`src/rtl/seq_pkg.sv`:
```
package seq_pkg;
    typedef enum logic [1:0] {
        ST_RUN = 2'd0,
        ST_ACK = 2'd1,
        ST_BUS = 2'd2
    } seq_state_e;
endpackage

```
`src/rtl/nmi_capture.sv`:
```
module nmi_capture (
    input  logic clk,
    input  logic rst,
    input  logic nmi_req,
    input  logic taken,
    output logic pending
);
    typedef struct packed {
        logic prev;
        logic pend;
    } cap_t;

    cap_t c_d, c_q;

    always_comb begin
        c_d      = c_q;
        c_d.prev = nmi_req;
        // a fresh edge during service re-arms the latch
        c_d.pend = (c_q.pend & ~taken) | (nmi_req & ~c_q.prev);
    end

    always_ff @(posedge clk or posedge rst) begin
        if (rst) c_q <= '0;
        else     c_q <= c_d;
    end

    assign pending = c_q.pend;
endmodule

```
`src/rtl/ie_ctrl.sv`:
```
module ie_ctrl (
    input  logic clk,
    input  logic rst,
    input  logic set_cmd,
    input  logic clr_cmd,
    input  logic ret_cmd,
    input  logic take_nmi,
    input  logic take_int,
    output logic ie
);
    typedef struct packed {
        logic en;
        logic shadow;
    } ie_t;

    ie_t f_d, f_q;

    always_comb begin
        f_d = f_q;
        if (take_nmi) begin
            f_d.shadow = f_q.en;
            f_d.en     = 1'b0;
        end else if (take_int) begin
            f_d.en = 1'b0;
        end else if (ret_cmd) begin
            f_d.en = f_q.shadow;
        end else if (clr_cmd) begin
            f_d.en = 1'b0;
        end else if (set_cmd) begin
            f_d.en = 1'b1;
        end
    end

    always_ff @(posedge clk or posedge rst) begin
        if (rst) f_q <= '0;
        else     f_q <= f_d;
    end

    assign ie = f_q.en;
endmodule

```
`src/rtl/irq_busreq_seq.sv`:
```
module irq_busreq_seq #(
    parameter int                 ADDR_W  = 16,
    parameter int                 ACK_CYC = 4,
    parameter logic [ADDR_W-1:0]  INT_VEC = 16'h0038
) (
    input  logic              clk,
    input  logic              rst,
    input  logic              bus_req,
    input  logic              nmi_req,
    input  logic              int_req,
    input  logic              stall,
    input  logic              cyc_end,
    input  logic              ins_end,
    input  logic              ie_set,
    input  logic              ie_clr,
    input  logic              nmi_ret,
    input  logic              halt_cmd,
    output logic              bus_ack,
    output logic              bus_oe,
    output logic              ack_m1,
    output logic              ack_iorq,
    output logic              vec_load,
    output logic [ADDR_W-1:0] vec_addr,
    output logic              halted
);
    import seq_pkg::*;

    localparam int                CW      = (ACK_CYC > 1) ? $clog2(ACK_CYC) : 1;
    localparam logic [CW-1:0]     CNT_TOP = CW'(ACK_CYC - 1);
    localparam logic [ADDR_W-1:0] NMI_VEC = ADDR_W'(16'h0066);

    typedef struct packed {
        seq_state_e        st;
        logic [CW-1:0]     cnt;
        logic              vld;
        logic [ADDR_W-1:0] vec;
        logic              hlt;
    } seq_t;

    seq_t s_d, s_q;

    logic nmi_pend, ie;
    logic cyc_ok, in_run, ins_ok, bus_take, take_nmi, take_int;

    assign cyc_ok   = cyc_end & ~stall;
    assign in_run   = (s_q.st == ST_RUN);
    assign bus_take = in_run & cyc_ok & bus_req;
    assign ins_ok   = in_run & cyc_ok & ins_end & ~bus_req;
    assign take_nmi = ins_ok & nmi_pend;
    assign take_int = ins_ok & ~nmi_pend & int_req & ie;

    nmi_capture u_nmi (
        .clk     (clk),
        .rst     (rst),
        .nmi_req (nmi_req),
        .taken   (take_nmi),
        .pending (nmi_pend)
    );

    ie_ctrl u_ie (
        .clk      (clk),
        .rst      (rst),
        .set_cmd  (ie_set),
        .clr_cmd  (ie_clr),
        .ret_cmd  (nmi_ret),
        .take_nmi (take_nmi),
        .take_int (take_int),
        .ie       (ie)
    );

    always_comb begin
        s_d     = s_q;
        s_d.vld = 1'b0;
        unique case (s_q.st)
            ST_RUN: begin
                if (halt_cmd && !take_nmi && !take_int) s_d.hlt = 1'b1;
                if (bus_take) begin
                    s_d.st = ST_BUS;
                end else if (take_nmi) begin
                    s_d.vld = 1'b1;
                    s_d.vec = NMI_VEC;
                    s_d.hlt = 1'b0;
                end else if (take_int) begin
                    s_d.st  = ST_ACK;
                    s_d.cnt = CNT_TOP;
                    s_d.hlt = 1'b0;
                end
            end
            ST_ACK: begin
                if (!stall) begin
                    if (s_q.cnt == '0) begin
                        s_d.st  = ST_RUN;
                        s_d.vld = 1'b1;
                        s_d.vec = INT_VEC;
                    end else begin
                        s_d.cnt = s_q.cnt - 1'b1;
                    end
                end
            end
            ST_BUS: begin
                if (!bus_req) s_d.st = ST_RUN;
            end
            default: s_d.st = ST_RUN;
        endcase
    end

    always_ff @(posedge clk or posedge rst) begin
        if (rst) begin
            s_q.st  <= ST_RUN;
            s_q.cnt <= '0;
            s_q.vld <= 1'b0;
            s_q.vec <= '0;
            s_q.hlt <= 1'b0;
        end else begin
            s_q <= s_d;
        end
    end

    assign bus_ack  = (s_q.st == ST_BUS);
    assign bus_oe   = (s_q.st != ST_BUS);
    assign ack_m1   = (s_q.st == ST_ACK);
    assign ack_iorq = (s_q.st == ST_ACK);
    assign vec_load = s_q.vld;
    assign vec_addr = s_q.vec;
    assign halted   = s_q.hlt;
endmodule

```
`config.mk`:
```
export PLATFORM = sky130hd
export DESIGN_NAME = irq_busreq_seq
export DESIGN_NICKNAME = d
export VERILOG_FILES = /design/src/rtl/seq_pkg.sv /design/src/rtl/nmi_capture.sv /design/src/rtl/ie_ctrl.sv /design/src/rtl/irq_busreq_seq.sv
export SDC_FILE = /design/constraint.sdc
export NUM_CORES = 1
export LEC_CHECK = 0
export ABC_AREA = 0
export BUFFER_PORTS_ARGS = -buffer_cell sky130_fd_sc_hd__buf_4
export CAP_MARGIN = 20
export CELL_PAD_IN_SITES_DETAIL_PLACEMENT = 1
export CELL_PAD_IN_SITES_GLOBAL_PLACEMENT = 2
export CORE_MARGIN = 1.5
export CORE_UTILIZATION = 26
export DETAILED_ROUTE_END_ITERATION = 10
export GPL_TIMING_DRIVEN = 0
export PLACE_DENSITY = 0.76
export RECOVER_POWER = 100
export SYNTH_ARGS = -nofsm -noshare
export SYNTH_HDL_FRONTEND = slang
export SYNTH_HIERARCHICAL = 1
export SYNTH_SLANG_ARGS = --single-unit
export TNS_END_PERCENT = 20
```
`constraint.sdc`:
```
create_clock -name clk -period 2.5 [get_ports clk]
set_input_delay 0.5 -clock clk [delete_from_list [all_inputs] [get_ports clk]]
set_output_delay 0.5 -clock clk [all_outputs]
set_load 0.005 [all_outputs]
```
# ---- Word level (Yosys, flattened, before mapping)
# Index checks and enable logic that the tools add are counted.
dict set report classes {
  n_addsub 1
  eq_ne 13
  mux 20
  bitwise_logic 17
  n_reduce_logical 11
}
# cell count
set op_table {}
lappend op_table {{one-hot mux 19 bit (2 select lines)} 1}
lappend op_table {{two-way mux 17 bit} 2}
lappend op_table {{two-way mux 21 bit} 1}
lappend op_table {{two-way mux 20 bit} 1}
lappend op_table {{!= test 2 bit (second input constant)} 6}
lappend op_table {{bitwise AND 1 bit} 11}
lappend op_table {{AND reduction 5 bit} 2}
lappend op_table {{two-way mux 1 bit} 8}
lappend op_table {{two-way mux 2 bit} 4}
lappend op_table {{two-way mux 4 bit} 2}
lappend op_table {{!= test 2 x 1 -> 1 bit (second input constant)} 3}
lappend op_table {{one-hot mux 2 bit (3 select lines)} 1}
lappend op_table {{AND reduction 6 bit} 1}
lappend op_table {{inverter 1 bit} 5}
lappend op_table {{nonzero test 5 bit} 1}
lappend op_table {{logical NOT 2 bit} 2}
lappend op_table {{!= test 3 x 1 -> 1 bit (second input constant)} 1}
lappend op_table {{!= test 3 bit (second input constant)} 1}
lappend op_table {{equality test 2 x 1 -> 1 bit (second input constant)} 1}
lappend op_table {{equality test 2 bit (second input constant)} 1}
lappend op_table {{logical AND 1 bit} 2}
lappend op_table {{logical NOT 1 bit} 2}
lappend op_table {{nonzero test 2 bit} 1}
lappend op_table {{subtractor 2 x 1 -> 2 bit (second input constant)} 1}
lappend op_table {{OR 1 bit} 1}
dict set report word_totals {
  regBits 26
  inputBits 12
}

# ---- Depth between registers and ports, before layout
dict set report depth {
  word_depth 15
  depth_mapped 5
  mapped_depth_nobuf 5
}

# ---- By module
# The synthesis kept the hierarchy.
# mod n_inst cells_per_inst area_per_inst_um2
set by_module_without_submodules {}
lappend by_module_without_submodules {irq_busreq_seq 1 72 648.1}
lappend by_module_without_submodules {ie_ctrl 1 8 90.1}
lappend by_module_without_submodules {nmi_capture 1 6 73.8}

# ---- Worst setup path after synthesis
# No wires, ideal clock.
dict set report synth_timing {
  path_kind {register to register}
  start {register s_q[21] (netlist name)}
  end {register u_ie/f_q[0] (netlist name)}
  arrival_ps 1942
  slack_ps 434
  stages_incl_launch_ff 6
  period_less_slack_ps 2066
  cell_sequence {dfrtp_1 -> buf_6 -> or4b_4 -> or3_2 -> inv_1 -> mux2_2}
}
dict set report synth_via {
  elab_chain_len 5
}
# element line
set synth_rtl {}
lappend synth_rtl {{from (decl)} irq_busreq_seq.sv:40} ;# seq_t s_d, s_q;
lappend synth_rtl {{logical NOT 2 bit} irq_busreq_seq.sv:46} ;# assign in_run = (s_q.st == ST_RUN);
lappend synth_rtl {{bitwise AND 1 bit (3 in a row)} irq_busreq_seq.sv:48} ;# assign ins_ok = in_run & cyc_ok & ins_end & ~bus_req;
lappend synth_rtl {{bitwise AND 1 bit} irq_busreq_seq.sv:49} ;# assign take_nmi = ins_ok & nmi_pend;
lappend synth_rtl {{via take_nmi} irq_busreq_seq.sv:43} ;# logic cyc_ok, in_run, ins_ok, bus_take, take_nmi, take_int;
lappend synth_rtl {{to (signal assigned)} ie_ctrl.sv:35} ;# if (rst) f_q <= '0;
lappend synth_rtl {{to (signal assigned)} ie_ctrl.sv:36} ;# else f_q <= f_d;
lappend synth_rtl {{to (decl)} ie_ctrl.sv:16} ;# ie_t f_d, f_q;
# The timed path passes the listed nets, and every way through them passes these cells.
# A chain may end at the register's enable or synchronous reset.

# ---- Worst setup path in the final report
# Same ends and word-level chain as after synthesis.

==> metrics.md <==
| Metric | Value |
|---|---|
| Post-route worst setup slack | `approximately 0.28 ns` |
| Critical path type | `reg -> reg` |
| Initial antenna violation count | `0` |
| List of cells traversed by the critical path | `buf_6 -> or4b_1 -> or3_2 -> inv_1 -> mux2_2` |
| Path depth of the worst reg2reg path | `5` |
| Max_cap viols | `0` |
| Crit start category | `flip-flop` |
| Arrival time of the worst setup path | `2.38 ns` |
| Sink Count | `13` |
| Total of hold buffers inserted after clock tree synthesis | `0` |
| Final Skew | `0.00172 ns` |
| Placed wire-length estimate | `~1400 um` |
| Crit Path Max Fanout | `10` |
| Layout fillers | `368` |
| Die outline height | `58.9 um` |
| Global-route wire length before repair | `2730 um` |
| Port Buffer Count | `23` |
| Cell depth of the worst setup path | `5` |
| Yosys synthesis warning count | `6` |
| Synthesized area divided by synthesized cell count | `9.44 sq um` |
| Total setup violations reported at the end of the flow | `0` |
| Slowest cell on the critical path | `sky130_fd_sc_hd__or4b_1` |
| Aggregate routed wire length | `1590 um` |
| Max stage delay on crit path | `0.61 ns` |
| Resized Gates After CTS | `0` |
| Required arrival time at the worst endpoint | `around 2.7 ns` |
| Cell types with the largest area share after synthesis | `sky130_fd_sc_hd__dfrtp_1 (40%), sky130_fd_sc_hd__buf_4 (16%), sky130_fd_sc_hd__inv_1 (5.1%)` |
| GR Overflow Total | `0` |
| Logic pwr share | `22.7%` |
| Worst setup slack for register-to-register paths | `~0.28 ns` |
| Top delay family on crit path | `simple AND/OR/NAND/NOR gates` |
| Number of distinct library cells after synthesis | `30` |
| Power Density | `roughly 440 nW/um^2` |
| Clock period minus final worst setup slack | `2.22 ns` |
| Pin count of the biggest net entering global routing | `11` |
| Clock buffer count from CTS | `3` |
| Maximum ir drop on the vdd rail | `approximately 0.21 mV` |
| Switching share of total power | `25.2%` |
| Switching Power | `0.118 mW` |
| Detailed-route via count | `649` |
| Total chip power | `0.470 mW` |
| Flip-flop and latch count after synthesis | `13` |
| Combined global-route utilization of all metal layers | `10.5%` |
| Post-route design area | `1060 sq um` |
| Via-to-Cell Ratio | `4.19` |
| Routed length per placed instance | `about 10 um` |
| Gp weighted congestion | `0.744` |
| DR DRC count | `0` |
| Number of buffers on the longest clock path | `2` |
| Number of DRC violations after detailed-routing iteration 0 | `13` |
| Floorplan core area | `3000 sq um` |
| CP Buf/Inv Count | `2` |
| Share of total power in sequential cells | `between 50% and 60%` |
| Area of the mapped netlist | `approximately 810 sq um` |
| Commonest non-fill, non-tap cell in the layout | `sky130_fd_sc_hd__buf_4` |
| Number of global-route vias before repair | `between 600 and 700` |
| Layout cell share with drive strength beyond 1 | `between 40% and 50%` |
| Final Max Slew Viols | `0` |
| Root buffer cell | `sky130_fd_sc_hd__clkbuf_4` |
| Worst Hold Class | `in -> async` |
| Number of instances in the synthesized netlist | `86` |
| Share of the clock period used by the worst path | `88.8%` |
| Leakage power total | `just under 0.6 nW` |
| DIE AREA | `3470 sq um` |
| Post-layout util | `between 30% and 40%` |
| Clock latency at the later pin of the worst-skew pair | `between 0.2 and 0.3 ns` |
| Total Negative Setup Slacks | `0 ns` |
| Initial standard-cell utilization of the core | `27.0%` |
| CTS tree | `yes` |
| CTS H-tree depth | `1` |
| Final hold violation count | `0` |
| Top-level I/O count | `34` |
| Post-placement cell area | `1060 sq um` |
| Most used cells in the layout excluding fill and tap cells | `sky130_fd_sc_hd__buf_4 (26), sky130_fd_sc_hd__clkbuf_4 (16), sky130_fd_sc_hd__dfrtp_1 (13), sky130_fd_sc_hd__inv_1 (11), sky130_fd_sc_hd__conb_1 (10)` |
| Critical path capture point type | `flip-flop` |
| Setup repair after global routing missed its margin | `no` |
| Number of buffers inserted by post-CTS setup repair | `0` |
| Clock edge transition at the registers on the reported setup and hold paths | `0.07 ns` |
| Cell accounting for the most synthesized area | `sky130_fd_sc_hd__dfrtp_1` |
| Detail Route Antenna Nets | `0` |
| Place WS | `0.233 ns` |
| Growth of design area from synthesis to finish | `31.0%` |
| Antenna diode instance count | `0` |
| Fin nets | `136` |
| Number of detailed-routing iterations run before antenna repair | `4` |
| Number of standard-cell rows in the floorplan | `20` |
| Highest clock frequency the design can meet | `451 MHz` |
| Status | `finished clean` |
| Area share of the largest cell type after synthesis | `40.1%` |
| Portion of total power attributed to the clock network | `a little over a quarter` |
| Die outline width | `58.9 um` |
| Sequential share of the synthesized area | `around two fifths` |
| Internal power | `between 0.3 and 0.4 mW` |
## power groups by stage
stage                     clock network, mW  logic, mW  registers (mW)
after global routing                  0.143      0.119           0.240
after CTS                             0.131      0.114           0.238
after detailed placement                  0      0.113           0.242
after global placement                    0      0.111           0.240
final                                 0.126      0.106           0.237
after floorplan                           0     0.0703           0.239
## routing by layer
layer | vias up | wire length (um) | track usage [%]
met5 | - | 0 | 0
met3 | 0 | 134 | 5.05
met4 | 0 | 0 | 2.92
li1 | 318 | - | -
met1 | 306 | 613 | 9.75
met2 | 25 | 843 | 20.0
## cell type report
class                   instances  area, sq um  area share [%]
multi-input cells              52          318            29.9
repair buffers                 23          169            15.9
inverters                      11         41.3            3.88
flip-flops and latches         13          325            30.6
clock buffers                   4         26.3            2.47
well taps                      33         41.3            3.88
plain buffers                  19          143            13.4
## kinds of logic after synthesis
group	synth area share (%)
flip-flops	40.1
multiplexers	4.16
buffers and inverters	22.6
AO/OA/AOI/OAI	10.5
other	0.462
AND/OR/NAND/NOR	20.6
adder cells (fa/ha/maj)	1.54
## Yosys cell counts
cell type	number
sky130_fd_sc_hd__buf_4	17
sky130_fd_sc_hd__dfrtp_1	13
sky130_fd_sc_hd__inv_1	11
sky130_fd_sc_hd__nand2_1	9
sky130_fd_sc_hd__nor2_1	5
sky130_fd_sc_hd__a21oi_1	4
sky130_fd_sc_hd__mux2_1	2
sky130_fd_sc_hd__nand2b_1	2
sky130_fd_sc_hd__nor3b_1	2
sky130_fd_sc_hd__a211oi_1	1
sky130_fd_sc_hd__a211oi_2	1
sky130_fd_sc_hd__a21o_1	1
sky130_fd_sc_hd__a21oi_2	1
sky130_fd_sc_hd__and2b_2	1
sky130_fd_sc_hd__buf_6	1
sky130_fd_sc_hd__clkbuf_1	1
sky130_fd_sc_hd__conb_1	1
sky130_fd_sc_hd__ha_1	1
sky130_fd_sc_hd__mux2_2	1
sky130_fd_sc_hd__nand3b_1	1
sky130_fd_sc_hd__nor2b_1	1
sky130_fd_sc_hd__nor4_4	1
sky130_fd_sc_hd__o21ai_1	1
sky130_fd_sc_hd__o221a_2	1
sky130_fd_sc_hd__o22ai_2	1
sky130_fd_sc_hd__or2_2	1
sky130_fd_sc_hd__or2b_1	1
sky130_fd_sc_hd__or3_2	1
sky130_fd_sc_hd__or3b_2	1
sky130_fd_sc_hd__or4b_4	1
## final timing paths
kind / from / endpoint
max in group asynchronous: rst / s_q[18]
worst min-delay path: rst / u_nmi/c_q[1]
worst min register to register: u_nmi/c_q[1] / u_nmi/pending
min in group clk: nmi_req / u_nmi/c_q[1]
worst max register to register: s_q[21] / u_ie/f_q[0]
worst max-delay path: s_q[21] / u_ie/f_q[0]
## flip-flops by register name, summed over array words and instances, names as in the netlist
signal	flops
u_ie/ie	1
vec_load	1
u_nmi/pending	1
u_nmi/c_q	1
vec_addr	3
s_q	4
halted	1
u_ie/f_q	1
## through the flow
stage                     hold slack (ns)  cells
final                              0.0863    155
after global routing               0.0736    155
after CTS                          0.0804    155
after detailed placement            0.380    151
after global placement              0.377    151
after floorplan                     0.241     95
Note: power is estimated with default switching activity, not from simulation.
